**config.mk**
```make
export PLATFORM = sky130hd
export DESIGN_NAME = codec_sport_ctrl
export DESIGN_NICKNAME = d
export VERILOG_FILES = /design/src/rtl/codec_sport_pkg.sv /design/src/rtl/codec_sp_rx.sv /design/src/rtl/codec_sp_regs.sv /design/src/rtl/codec_sp_tx.sv /design/src/rtl/codec_sport_ctrl.sv
export SDC_FILE = /design/constraint.sdc
export NUM_CORES = 1
export LEC_CHECK = 0
export BUFFER_PORTS_ARGS = -buffer_cell sky130_fd_sc_hd__buf_2
export CORE_MARGIN = 1.5
export CORE_UTILIZATION = 40
export DETAILED_ROUTE_END_ITERATION = 10
export GPL_TIMING_DRIVEN = 0
export PLACE_DENSITY = 0.55
export REMOVE_ABC_BUFFERS = 1
export SYNTH_ARGS = -nofsm -noshare
export SYNTH_HDL_FRONTEND = slang
export SYNTH_HIERARCHICAL = 1
export SYNTH_SLANG_ARGS = --single-unit
```
**constraint.sdc**
```tcl
create_clock -name clk -period 3.7 [get_ports clk]
set_input_delay 0.555 -clock clk [delete_from_list [all_inputs] [get_ports clk]]
set_output_delay 0.555 -clock clk [all_outputs]
set_load 0.05 [all_outputs]
```
**src/rtl/codec_sport_pkg.sv**
```systemverilog
package codec_sport_pkg;
   // register addresses
   localparam int unsigned RA = 0;
   localparam int unsigned RC = 2;
   localparam int unsigned RF = 5;
   // register A fields
   localparam int unsigned A_DP  = 0;
   localparam int unsigned A_MM  = 1;
   localparam int unsigned A_DLB = 2;
   localparam int unsigned A_SLB = 3;
   localparam int unsigned A_DC  = 4;
   localparam int unsigned DC_W  = 3;
   // register C / F fields
   localparam int unsigned C_TAP = 1;
   localparam int unsigned F_ALB = 7;

   typedef struct packed {
      logic prog;
      logic mixed;
      logic normal;
      logic dlb;
      logic slb;
      logic dc_two;
      logic alb;
   } mode_t;
endpackage

```
**src/rtl/codec_sp_rx.sv**
```systemverilog
module codec_sp_rx #(
   parameter int FRAME_W = 16
) (
   input  logic               clk,
   input  logic               rst_n,
   input  logic               fs,
   input  logic               din,
   output logic [FRAME_W-1:0] word,
   output logic               valid
);
   localparam int CNT_W = $clog2(FRAME_W);

   logic [FRAME_W-1:0] sh;
   logic [CNT_W-1:0]   cnt;

   always_ff @(posedge clk or negedge rst_n) begin
      if (!rst_n) begin
         sh    <= '0;
         cnt   <= '0;
         word  <= '0;
         valid <= 1'b0;
      end else begin
         valid <= 1'b0;
         if (fs) begin
            sh  <= {sh[FRAME_W-2:0], din};
            cnt <= CNT_W'(1);
         end else if (cnt != '0) begin
            sh <= {sh[FRAME_W-2:0], din};
            if (cnt == CNT_W'(FRAME_W-1)) begin
               cnt   <= '0;
               valid <= 1'b1;
               word  <= {sh[FRAME_W-2:0], din};
            end else begin
               cnt <= cnt + CNT_W'(1);
            end
         end
      end
   end
endmodule

```
**src/rtl/codec_sp_regs.sv**
```systemverilog
module codec_sp_regs
   import codec_sport_pkg::*;
#(
   parameter int ADDR_W = 3,
   parameter int REG_W  = 8
) (
   input  logic              clk,
   input  logic              rst_n,
   input  logic              wr,
   input  logic [ADDR_W-1:0] waddr,
   input  logic [REG_W-1:0]  wdata,
   output mode_t             mode
);
   localparam int NREG = 1 << ADDR_W;
   localparam logic [NREG-1:0] IMPL =
      (NREG'(1) << RA) | (NREG'(1) << RC) | (NREG'(1) << RF);
   localparam logic [REG_W-1:0] HOLD_MASK =
      (REG_W'(1) << A_DLB) | (REG_W'(1) << A_SLB);

   logic [NREG-1:0][REG_W-1:0] rf;
   logic mixed_now;

   assign mixed_now = rf[RA][A_MM] & rf[RA][A_DP];

   for (genvar i = 0; i < NREG; i++) begin : g_reg
      if (IMPL[i]) begin : g_q
         logic [REG_W-1:0] q;
         logic [REG_W-1:0] keep;
         if (i == RA) begin : g_lock
            assign keep = mixed_now ? '0 : (q & HOLD_MASK);
         end else begin : g_free
            assign keep = '0;
         end
         always_ff @(posedge clk or negedge rst_n) begin
            if (!rst_n)
               q <= '0;
            else if (wr && waddr == ADDR_W'(i))
               q <= wdata | keep;
         end
         assign rf[i] = q;
      end else begin : g_none
         assign rf[i] = '0;
      end
   end

   assign mode.prog   = ~rf[RA][A_DP];
   assign mode.mixed  = mixed_now;
   assign mode.normal = rf[RA][A_DP] & ~rf[RA][A_MM];
   assign mode.dlb    = rf[RA][A_DLB];
   assign mode.slb    = rf[RA][A_SLB];
   assign mode.dc_two = (rf[RA][A_DC +: DC_W] == DC_W'(1));
   assign mode.alb    = rf[RF][F_ALB] & ~rf[RC][C_TAP];
endmodule

```
**src/rtl/codec_sp_tx.sv**
```systemverilog
module codec_sp_tx #(
   parameter int FRAME_W  = 16,
   parameter int LB_DEPTH = 16,
   parameter bit ECHO_EN  = 1'b1
) (
   input  logic               clk,
   input  logic               rst_n,
   input  logic               load,
   input  logic [FRAME_W-1:0] word_a,
   input  logic [FRAME_W-1:0] word_b,
   input  logic               echo,
   input  logic               rx_fs,
   input  logic               rx_bit,
   output logic               tx_fs,
   output logic               tx_bit
);
   localparam int SH_W  = 2 * FRAME_W;
   localparam int CNT_W = $clog2(SH_W);

   logic [SH_W-1:0]  sh;
   logic [CNT_W-1:0] cnt;
   logic             busy;
   logic             eng_fs, eng_bit;
   logic             echo_fs, echo_bit;

   always_ff @(posedge clk or negedge rst_n) begin
      if (!rst_n) begin
         sh   <= '0;
         cnt  <= '0;
         busy <= 1'b0;
      end else if (load) begin
         sh   <= {word_a, word_b};
         cnt  <= '0;
         busy <= 1'b1;
      end else if (busy) begin
         sh  <= {sh[SH_W-2:0], 1'b0};
         cnt <= cnt + CNT_W'(1);
         if (cnt == CNT_W'(SH_W-1))
            busy <= 1'b0;
      end
   end

   assign eng_fs  = busy & ((cnt == '0) | (cnt == CNT_W'(FRAME_W)));
   assign eng_bit = busy & sh[SH_W-1];

   if (ECHO_EN) begin : g_echo
      logic [LB_DEPTH-1:0] dfs, dbit;
      always_ff @(posedge clk or negedge rst_n) begin
         if (!rst_n) begin
            dfs  <= '0;
            dbit <= '0;
         end else begin
            dfs  <= {dfs[LB_DEPTH-2:0], rx_fs};
            dbit <= {dbit[LB_DEPTH-2:0], rx_bit};
         end
      end
      assign echo_fs  = dfs[LB_DEPTH-1];
      assign echo_bit = dbit[LB_DEPTH-1];
   end else begin : g_no_echo
      assign echo_fs  = 1'b0;
      assign echo_bit = 1'b0;
   end

   assign tx_fs  = echo ? echo_fs  : eng_fs;
   assign tx_bit = echo ? echo_bit : eng_bit;
endmodule

```
**src/rtl/codec_sport_ctrl.sv**
```systemverilog
module codec_sport_ctrl
   import codec_sport_pkg::*;
#(
   parameter int FRAME_W = 16,
   parameter int ADDR_W  = 3,
   parameter int REG_W   = 8,
   parameter bit ECHO_EN = 1'b1
) (
   input  logic               clk,
   input  logic               rst_n,
   input  logic               rx_fs,
   input  logic               rx_bit,
   output logic               tx_fs,
   output logic               tx_bit,
   input  logic               adc_strobe,
   input  logic [FRAME_W-1:0] adc_a,
   input  logic [FRAME_W-1:0] adc_b,
   output logic [FRAME_W-1:0] dac_a,
   output logic [FRAME_W-1:0] dac_b,
   output logic               alb_active
);
   localparam int MSB = FRAME_W - 1;

   if (FRAME_W < ADDR_W + REG_W + 1) begin : g_bad_frame
      $error("FRAME_W cannot hold flag, address and data");
   end
   if (REG_W < 8) begin : g_bad_reg
      $error("REG_W must cover field bit 7");
   end
   if (ADDR_W < 3) begin : g_bad_addr
      $error("ADDR_W must reach address 5");
   end

   logic [FRAME_W-1:0] frm_word;
   logic               frm_valid;
   mode_t              mode;
   logic               is_ctrl, is_data, data_v, commit;
   logic [FRAME_W-1:0] dac_word, hold_a, tx_a, tx_b;
   logic               slot;

   codec_sp_rx #(.FRAME_W(FRAME_W)) u_rx (
      .clk(clk), .rst_n(rst_n), .fs(rx_fs), .din(rx_bit),
      .word(frm_word), .valid(frm_valid)
   );

   assign is_ctrl = mode.prog | (mode.mixed & frm_word[MSB]);
   assign is_data = mode.normal | (mode.mixed & ~frm_word[MSB]);

   codec_sp_regs #(.ADDR_W(ADDR_W), .REG_W(REG_W)) u_regs (
      .clk(clk), .rst_n(rst_n),
      .wr(frm_valid & is_ctrl),
      .waddr(frm_word[REG_W +: ADDR_W]),
      .wdata(frm_word[REG_W-1:0]),
      .mode(mode)
   );

   assign dac_word = mode.mixed ? {frm_word[MSB-1:0], 1'b0} : frm_word;
   assign data_v   = frm_valid & is_data;
   assign commit   = data_v & slot & mode.dc_two & ~mode.dlb;

   always_ff @(posedge clk or negedge rst_n) begin
      if (!rst_n) begin
         hold_a <= '0;
         dac_a  <= '0;
         dac_b  <= '0;
         slot   <= 1'b0;
      end else begin
         if (data_v && !slot)
            hold_a <= dac_word;
         if (adc_strobe && mode.dlb) begin
            dac_a <= adc_a;
            dac_b <= adc_b;
         end else if (commit) begin
            dac_a <= hold_a;
            dac_b <= dac_word;
         end
         if (adc_strobe)
            slot <= 1'b0;
         else if (data_v)
            slot <= ~slot;
      end
   end

   assign tx_a = mode.mixed ? {1'b0, adc_a[MSB-1:0]} : adc_a;
   assign tx_b = mode.mixed ? {1'b0, adc_b[MSB-1:0]} : adc_b;

   codec_sp_tx #(.FRAME_W(FRAME_W), .LB_DEPTH(FRAME_W), .ECHO_EN(ECHO_EN)) u_tx (
      .clk(clk), .rst_n(rst_n),
      .load(adc_strobe & ~mode.slb),
      .word_a(tx_a), .word_b(tx_b),
      .echo(mode.slb), .rx_fs(rx_fs), .rx_bit(rx_bit),
      .tx_fs(tx_fs), .tx_bit(tx_bit)
   );

   assign alb_active = mode.alb;
endmodule

```
==> metrics.cfg <==
[timing]
fin_crit_sh = 0.730
rsz0062_at_grt = false
hold_viol = 0
fin_worst_skew_ps = 5.79
max_slew_margin = 0.286
setup_ws_ps = 997
timing.final.crit_period_ps = 2700
drv_slew = 0
setup_viol = 0
tightest_slew_ps = 1070
fin_setup_tns_ps = 0
max_freq_mhz = 370

[global_routing]
grt_pass1_vias = 4324
grt_pass1_wl_mm = 22.1
grtUsageTotal = 0.160
gr-total-overflow = 0
antenna_found_initial = 0
grt_max_degree = 88

[floorplan]
die_x_um = 134
rows = 47
coreArea_um2 = 16600
io_pins = 72
die_area_um2 = 17900
die_h_um = 134
start_util = 0.411

[synth]
yosys-top-cells-area = dfrtp_1 (60%), mux2i_1 (9.5%), nand2_1 (4.9%)
synth_area_leader_cell = dfrtp_1
synth_top_area_share = 0.600
synth-seq-cells = 164
synth_edf_count = 0
synthArstFlopShare = 1.00
ys_seq_area_frac = 0.600
ys_warn_count = 6
synth_ff_type = dfrtp_1
syn_area_per_cell_um2 = 12.4
syn_area_um2 = 6850
synth_cell_types = 47
syn_inst = 554

[cells_and_area]
syn_to_final_growth_pct = 16.8
nFillCells = 1510
multiInputGateArea_um2 = 2470
num-nets-final = 657
seq_area_um2 = 4110
fin_area_um2 = 8000
drive_gt1_frac = 0.255

[power]
power_switching_mw = 0.982
pwr-share-comb = 0.090
power_density_nw_per_um2 = 536
leakage_nw = 3.85
switching_share = 0.229
ir_drop_mv = 0.323
p_seq_frac = 0.480
clkPwrFrac = 0.430
p_int_mw = 3.30

[clocking]
insertion_delay_ps = 420
post_cts_buffers = 0
cts_made_buffers = 17
h-tree-depth = 4
path_clk_slew_ps = 60
clockRootBuffer = clkbuf_16
cts_resized = 0
cts_tree = done
hold_buffers = 0
cts.sinks = 164
cts_buffer_depth = 2

[setup_path]
cp-start-kind = flip-flop
r2r_cells = 6
end_kind = flip-flop
required_ps = 3960
cp.arrival_ps = 2970
path_class = reg2reg
path_max_fanout = 25

[routing]
drtIter0Drc = 187
vias = 4198
drt_wl_total_mm = 13.5
firstDrtPassIters = 5
drc = 0
wire_per_inst_um = 15.9
viasPerCell = 4.94
drtAntennaViolNets = 0

[placement]
hpwl_mm = 9.17
gp_congestion = 0.832
dpl_cell_area_um2 = 7350
port_buffers = 71
pre_cts_ws_ps = 918

[run]
cap_violations = 0

[status]
status = complete, no violations

[worst_hold_path]
hold_path_class = in2async

-- worst max-delay path: stages (launching register included) --
cell and delay (ps):
dfrtp_1 390, and2_1 510, nor2b_1 350, o21ai_4 730
buf_16 250, mux2i_1 210, o21ai_0 90
-- Yosys cell counts (all sizes together), types with 2 or more instances --
master / instances
and2: 2
a22o: 2
nor2: 6
nand4b: 2
dfrtp: 164
mux2: 38
o21ai: 70
clkbuf: 9
nor2b: 6
nand2: 89
and3: 2
mux2i: 65
o211ai: 16
nor3b: 2
ha: 5
a21oi: 7
inv: 9
a21o: 3
nand3: 16
nand2b: 3
buf: 25
-- path summary, 6_finish.rpt --
kind | startpoint | end | slack (ps)
worst max-delay path | u_regs/g_reg[0].g_q.q[1]$_DFFE_PN0P_ | dac_a[12]$_DFFE_PN0P_ | 1000
worst min-delay path | rst_n | u_tx/busy$_DFF_PN0_ | 120
worst max register to register | u_regs/g_reg[0].g_q.q[1]$_DFFE_PN0P_ | dac_a[12]$_DFFE_PN0P_ | 1000
worst min register to register | u_tx/g_echo.dbit[14]$_DFF_PN0_ | u_tx/g_echo.dbit[15]$_DFF_PN0_ | 350
max in group asynchronous | rst_n | hold_a[5]$_DFFE_PN0P_ | 2760
min in group clk | rx_bit | u_tx/g_echo.dbit[0]$_DFF_PN0_ | 300
-- placed cells by master, fill, tap and decap left out, drive strengths merged, types with 2 or more instances in the layout --
cell type / instances
mux2i: 65
nor3b: 2
a21oi: 7
clkinv: 3
nand3: 16
ha: 5
clkinvlp: 2
bufinv: 3
nor2b: 6
a22o: 2
o211ai: 16
inv: 9
nand2b: 3
nand2: 89
dfrtp: 164
nand4b: 2
clkbuf: 24
a21o: 3
nor2: 6
and2: 2
and3: 2
o21ai: 70
buf: 76
mux2: 38
-- through the flow --
stage | util | std cells | hold WS [ps] | total power, mW
after floorplan | - | 520 | 259 | 2.33
after global placement | 0.434 | 811 | 332 | 2.45
after detailed placement | 0.441 | 815 | 335 | 2.48
after CTS | 0.479 | 847 | 148 | 4.34
after global routing | 0.480 | 848 | 159 | 4.48
final | 0.480 | 849 | 119 | 4.29
-- final cells by class --
cell class	count	area share
sequential	164	0.513
inverter	9	0.00423
antenna	1	0.000313
multi-input combinational	347	0.309
timing repair buffer	76	0.0595
clock inverter	8	0.0150
clock buffer	24	0.0640
tap	220	0.0344
-- layer usage --
layer | wire length, µm | track usage
met5 | 0 | 0
met4 | 134 | 0.0537
met3 | 537 | 0.0488
met2 | 6570 | 0.257
met1 | 6220 | 0.206
-- logic make-up after synthesis --
group                    Yosys count  synth area share
flip-flops                       164             0.600
multiplexers                     103             0.163
XOR/XNOR                           1           0.00128
AO/OA/AOI/OAI                    101            0.0870
AND/OR/NAND/NOR                  137            0.0982
buffers and inverters             43            0.0419
adder cells (fa/ha/maj)            5           0.00914
-- sequential cells by signal (all words and copies together), names as in the netlist --
register / cells
u_tx/cnt: 5
u_rx/sh: 15
u_tx/g_echo.dfs: 16
u_tx/busy: 1
u_regs/g.g_q.q: 9
u_rx/cnt: 4
dac_a: 16
dac_b: 16
u_rx/word: 16
u_rx/valid: 1
u_tx/sh: 32
u_tx/g_echo.dbit: 16
hold_a: 16
slot: 1
-- power groups by stage --
| stage | clock network [mW] | logic, mW | registers (mW) |
|---|---|---|---|
| after floorplan | 0 | 0.269 | 2.06 |
| after global placement | 0 | 0.369 | 2.08 |
| after detailed placement | 0 | 0.393 | 2.09 |
| after CTS | 1.88 | 0.395 | 2.06 |
| after global routing | 1.98 | 0.431 | 2.08 |
| final | 1.84 | 0.387 | 2.06 |
Note: power is estimated with default switching activity, not from simulation.
